==> src/rtl/njpc_pkg.sv <==
package njpc_pkg;
    localparam int ADDR_W = 8;
    localparam int NIB_W  = 4;
    localparam int HI_W   = ADDR_W - NIB_W;

    typedef enum logic [1:0] {
        PC_CLEAR = 2'd0,
        PC_JUMP  = 2'd1,
        PC_STEP  = 2'd2
    } pc_op_e;

    typedef struct packed {
        logic clr;
        logic ld;
    } pc_ctl_t;

    // Priority: clear, then jump, then step.
    function automatic pc_op_e pick_op(pc_ctl_t c);
        if (c.clr)     return PC_CLEAR;
        else if (c.ld) return PC_JUMP;
        else           return PC_STEP;
    endfunction

    function automatic logic [ADDR_W-1:0] join_target(
        logic [HI_W-1:0] hi, logic [NIB_W-1:0] lo);
        return {hi, lo};
    endfunction
endpackage

==> src/rtl/njpc_hi_hold.sv <==
module njpc_hi_hold
    import njpc_pkg::*;
#(
    parameter int W = HI_W
) (
    input  logic         clk,
    input  logic         clr,
    input  logic         stb_n,
    input  logic [W-1:0] din,
    output logic [W-1:0] held
);
    always_ff @(posedge clk) begin
        if (clr)         held <= '0;
        else if (!stb_n) held <= din;
    end

    AST_HI_CLEAR: assert property (@(posedge clk) clr |=> held == '0) else $error("hi clear");
    AST_HI_CAPTURE: assert property (@(posedge clk) disable iff (clr) (!stb_n) |=> held == $past(din)) else $error("hi capture");
    AST_HI_KEEP: assert property (@(posedge clk) disable iff (clr) (stb_n && !$past(clr)) |=> $stable(held)) else $error("hi keep");
endmodule

==> src/rtl/njpc_counter.sv <==
module njpc_counter
    import njpc_pkg::*;
#(
    parameter int AW = ADDR_W,
    parameter int LW = NIB_W,
    localparam int HW = AW - LW
) (
    input  logic          clk,
    input  logic          clr,
    input  logic          ld,
    input  logic [HW-1:0] hi,
    input  logic [LW-1:0] lo,
    output logic [AW-1:0] q
);
    pc_ctl_t ctl;
    pc_op_e  op;
    logic [AW-1:0] nxt;

    always_comb begin
        ctl.clr = clr;
        ctl.ld  = ld;
        op = pick_op(ctl);
        unique case (op)
            PC_CLEAR: nxt = '0;
            PC_JUMP:  nxt = {hi, lo};
            default:  nxt = q + AW'(1);
        endcase
    end

    always_ff @(posedge clk) begin
        q <= nxt;
    end

    AST_PC_CLEAR: assert property (@(posedge clk) clr |=> q == '0) else $error("pc clear");
    AST_PC_STEP: assert property (@(posedge clk) disable iff (clr) (!ld && !$past(clr)) |=> q == $past(q) + AW'(1)) else $error("pc step");
    AST_PC_JUMP: assert property (@(posedge clk) disable iff (clr) ld |=> q == {$past(hi), $past(lo)}) else $error("pc jump");
endmodule

==> src/rtl/nibble_jump_pc.sv <==
module nibble_jump_pc
    import njpc_pkg::*;
(
    input  logic              clk,
    input  logic              hi_clr,
    input  logic              pc_clr,
    input  logic [NIB_W-1:0]  opnd,
    input  logic              hi_stb_n,
    input  logic              jump_ld,
    output logic [ADDR_W-1:0] addr
);
    logic [HI_W-1:0] hi_q;

    njpc_hi_hold #(.W(HI_W)) u_hi (
        .clk   (clk),
        .clr   (hi_clr),
        .stb_n (hi_stb_n),
        .din   (opnd[HI_W-1:0]),
        .held  (hi_q)
    );

    njpc_counter #(.AW(ADDR_W), .LW(NIB_W)) u_cnt (
        .clk (clk),
        .clr (pc_clr),
        .ld  (jump_ld),
        .hi  (hi_q),
        .lo  (opnd),
        .q   (addr)
    );

    AST_CLR_WINS: assert property (@(posedge clk) (pc_clr && jump_ld) |=> addr == '0) else $error("clear wins");
endmodule

==> config.mk <==
export PLATFORM = sky130hd
export DESIGN_NAME = nibble_jump_pc
export DESIGN_NICKNAME = d
export VERILOG_FILES = /design/src/rtl/njpc_pkg.sv /design/src/rtl/njpc_hi_hold.sv /design/src/rtl/njpc_counter.sv /design/src/rtl/nibble_jump_pc.sv
export SDC_FILE = /design/constraint.sdc
export NUM_CORES = 1
export LEC_CHECK = 0
export ABC_AREA = 1
export ABC_CLOCK_PERIOD_IN_PS = 1100
export CAP_MARGIN = 20
export CORE_AREA = 2 2 39 41
export CTS_BUF_LIST = sky130_fd_sc_hd__clkbuf_2
export DETAILED_ROUTE_END_ITERATION = 6
export DIE_AREA = 0 0 41 43
export GPL_TIMING_DRIVEN = 0
export PLACE_DENSITY = 0.81
export SLEW_MARGIN = 30
export SYNTH_ARGS = -nofsm -noshare
export SYNTH_HDL_FRONTEND = slang
export SYNTH_SLANG_ARGS = --single-unit
export TNS_END_PERCENT = 5
==> constraint.sdc <==
create_clock -name clk -period 1.1 [get_ports clk]
set_input_delay 0.275 -clock clk [delete_from_list [all_inputs] [get_ports clk]]
set_output_delay 0.275 -clock clk [all_outputs]
set_load 0.005 [all_outputs]
==> results <==
[kinds of logic (layout without fill, tap and decap cells)]
kind of cell | count (synthesis) | after routing | share of synthesized area (%)
fa+ha+maj | 1 | 1 | 2.267
buf+inv | 8 | 36 | 5.442
flops | 12 | 12 | 43.54
compound gates | 10 | 10 | 11.56
simple gates | 45 | 45 | 37.19
[sequential cells by signal (all words and copies together), names as in the netlist]
name       flops
u_cnt.q        8
u_hi.held      4
[timing repair]
item,4_1_cts,5_1_grt
buffers inserted,8,0
gates resized for setup,29,9
endpoints found under the setup margin,8,10
[worst min-delay path, delay by kind of cell (launching register included)]
kind | cells | cell delay [ns]
DFF | 1 | 0.33
and+or+nand+nor | 2 | 0.10
[cell usage in the layout, fill, tap and decap left out, types with 4 or more instances in the layout]
cell type        count
nand2_1             31
clkbuf_2            10
nand3_1              8
clkdlybuf4s50_1      8
buf_4                8
dfxtp_2              6
inv_1                5
a21oi_1              4
dfxtp_1              4
[routing by layer]
layer	wire length (um)	GRT usage (%)	vias up
met1	503	18.15	243
met2	573	22.19	20
met5	0	0	-
met4	8	10.00	0
li1	-	-	303
met3	64	6.283	2
[worst max-delay path by stage]
stage | slack [ns] | end | cells after the start
after floorplan | 0.11 | u_cnt.q[4] | 4
after global placement | -0.19 | u_cnt.q[1] | 5
after detailed placement | -0.22 | u_cnt.q[1] | 5
after CTS | -0.01 | addr[3] | 1
after global routing | 0.007 | u_cnt.q[5] | 6
final | 0.05 | u_cnt.q[1] | 5
[power breakdown]
part / internal [mW] / switching [mW]
logic: 0.0824 / 0.0744
clock network: 0.0789 / 0.149
registers: 0.459 / 0.0112
total: 0.620 / 0.235
[metrics by stage]
stage | instances | cell area, um^2 | utilization (%) | TNS (ns)
after floorplan | 76 | 551.8 | - | 0
after global placement | 108 | 732.0 | 52.89 | -1.831
after detailed placement | 108 | 732.0 | 52.89 | -2.199
after CTS | 120 | 823.3 | 59.49 | -0.01280
after global routing | 120 | 803.3 | 58.05 | 0
final | 120 | 803.3 | 58.05 | 0
[final cells by class]
cell class / count / area [um^2]
Inverter: 8 / 30.03
Clock buffer: 3 / 15.01
Multi-Input combinational cell: 56 / 299.0
Tap cell: 16 / 20.02
Fill cell: 134 / 580.6
Timing Repair Buffer: 24 / 180.2
Clock inverter: 1 / 3.754
Sequential cell: 12 / 255.2
==> run metrics <==
ys flop type=dfxtp_1; diodes inserted=0; Hold Crit Start=u_hi.held[1]; maxcap violations=0; P per Cell Area=1064 nW/um^2; CTS buffer count=3; Hold Path Cell Cnt=2; Area Growth Syn to Fin=45.58%; Max VDD drop=0.0007271 V; CTS tree=done; crit path DAT=1.22 ns; CTS sink count=12; post-synth top area cell=dfxtp_1; Fin Hold WS=0.4530 ns; max-slew violations=0; min Tclk post-route=1.051 ns; Critical Path Start=pc_clr; Rows=14; WL final=1151 um; Overflow after GRT=0; All-Layer GR Usage=15.49%; endpoints failing setup=0; vias per cell=4.733; global-route wire length before repair=1787 um; Critical R2R Capture=u_cnt.q[1]; count leader, synth=nand2_1; Post-Syn Area=551.8 um^2; IO Port Bufs=16; Mapped Nets=86; Core Region=1384 um^2; chip width=41 um; CTS Hold Bufs=0; Crit path max-delay family=buffers and inverters; f_max=951.8 MHz; Max Root-Sink Buffers=2; slowest stage delay, CP=0.57 ns; Cells after Synth=76; worst setup path class=primary input to register; kind of end point of the critical path=register; crit-path most repeated cell=inv_2; post-synth top area share=43.54%; wire per inst=9.592 um; EDFF count, synth=0; H-tree level count=1; Rel. slew slack=86.56%; RSZ-0062 raised after global routing=false; final hold violation count=0; Total Die Area=1763 um^2; Post-Syn Area per Cell=7.260 um^2; initial antenna violation count=0; clock transition at the registers of the reported paths=0.12 ns; worst slew pin tran=0.2010 ns; CTS Root Cell=clkbuf_2; Startpoint Class=primary input; R2R depth=3; proportion of layout cells with a drive suffix above 1=34.62%; via count=568; Final Skew=0.0005747 ns; P_leak=0.3722 nW; setup ws final=0.04933 ns; Yosys reg bits=12; vias in the first global route=458; drt drc=0; Setup WS pre-CTS=-0.2154 ns; GP Congestion=0.7756; status=finished clean; WP buf/inv=3; top cells by count, synth=nand2_1 (31), dfxtp_1 (12), nand3_1 (9); drt pass-1 iters=4; fin crit share=95.52%; Required @ worst endpoint=1.27 ns; synth top area cells=dfxtp_1 (44%), nand2_1 (21%), nand3_1 (8.2%); Seq/Total Area, Yosys=43.54%; reg2reg start=u_cnt.q[0]; largest net degree at the start of global routing=9; Antenna Nets Post-Route=0; post-synth cell types=15; Yosys warning count=0; crit path cell chain=clkdlybuf4s50_1 -> inv_2 -> nand2_1 -> inv_2 -> a22o_1; Reg2Reg Setup Slack=0.05 ns; Layout Nets=115; io pins=17; hpwl dp=842.7 um; worst hold path type=register to register; clock latency on the worst-skew pair=0.27 ns; initial core utilization=39.87%; Final Power=0.8550 mW; initial DRC count=15; Synth async-reset ratio=0%; Die Ht=43 um; Worst Path Max Fanout=8; Endpoint, Worst Hold=u_cnt.q[5]; crit path max-delay cell type=clkdlybuf4s50_1
(Power assumes the default switching activity.)
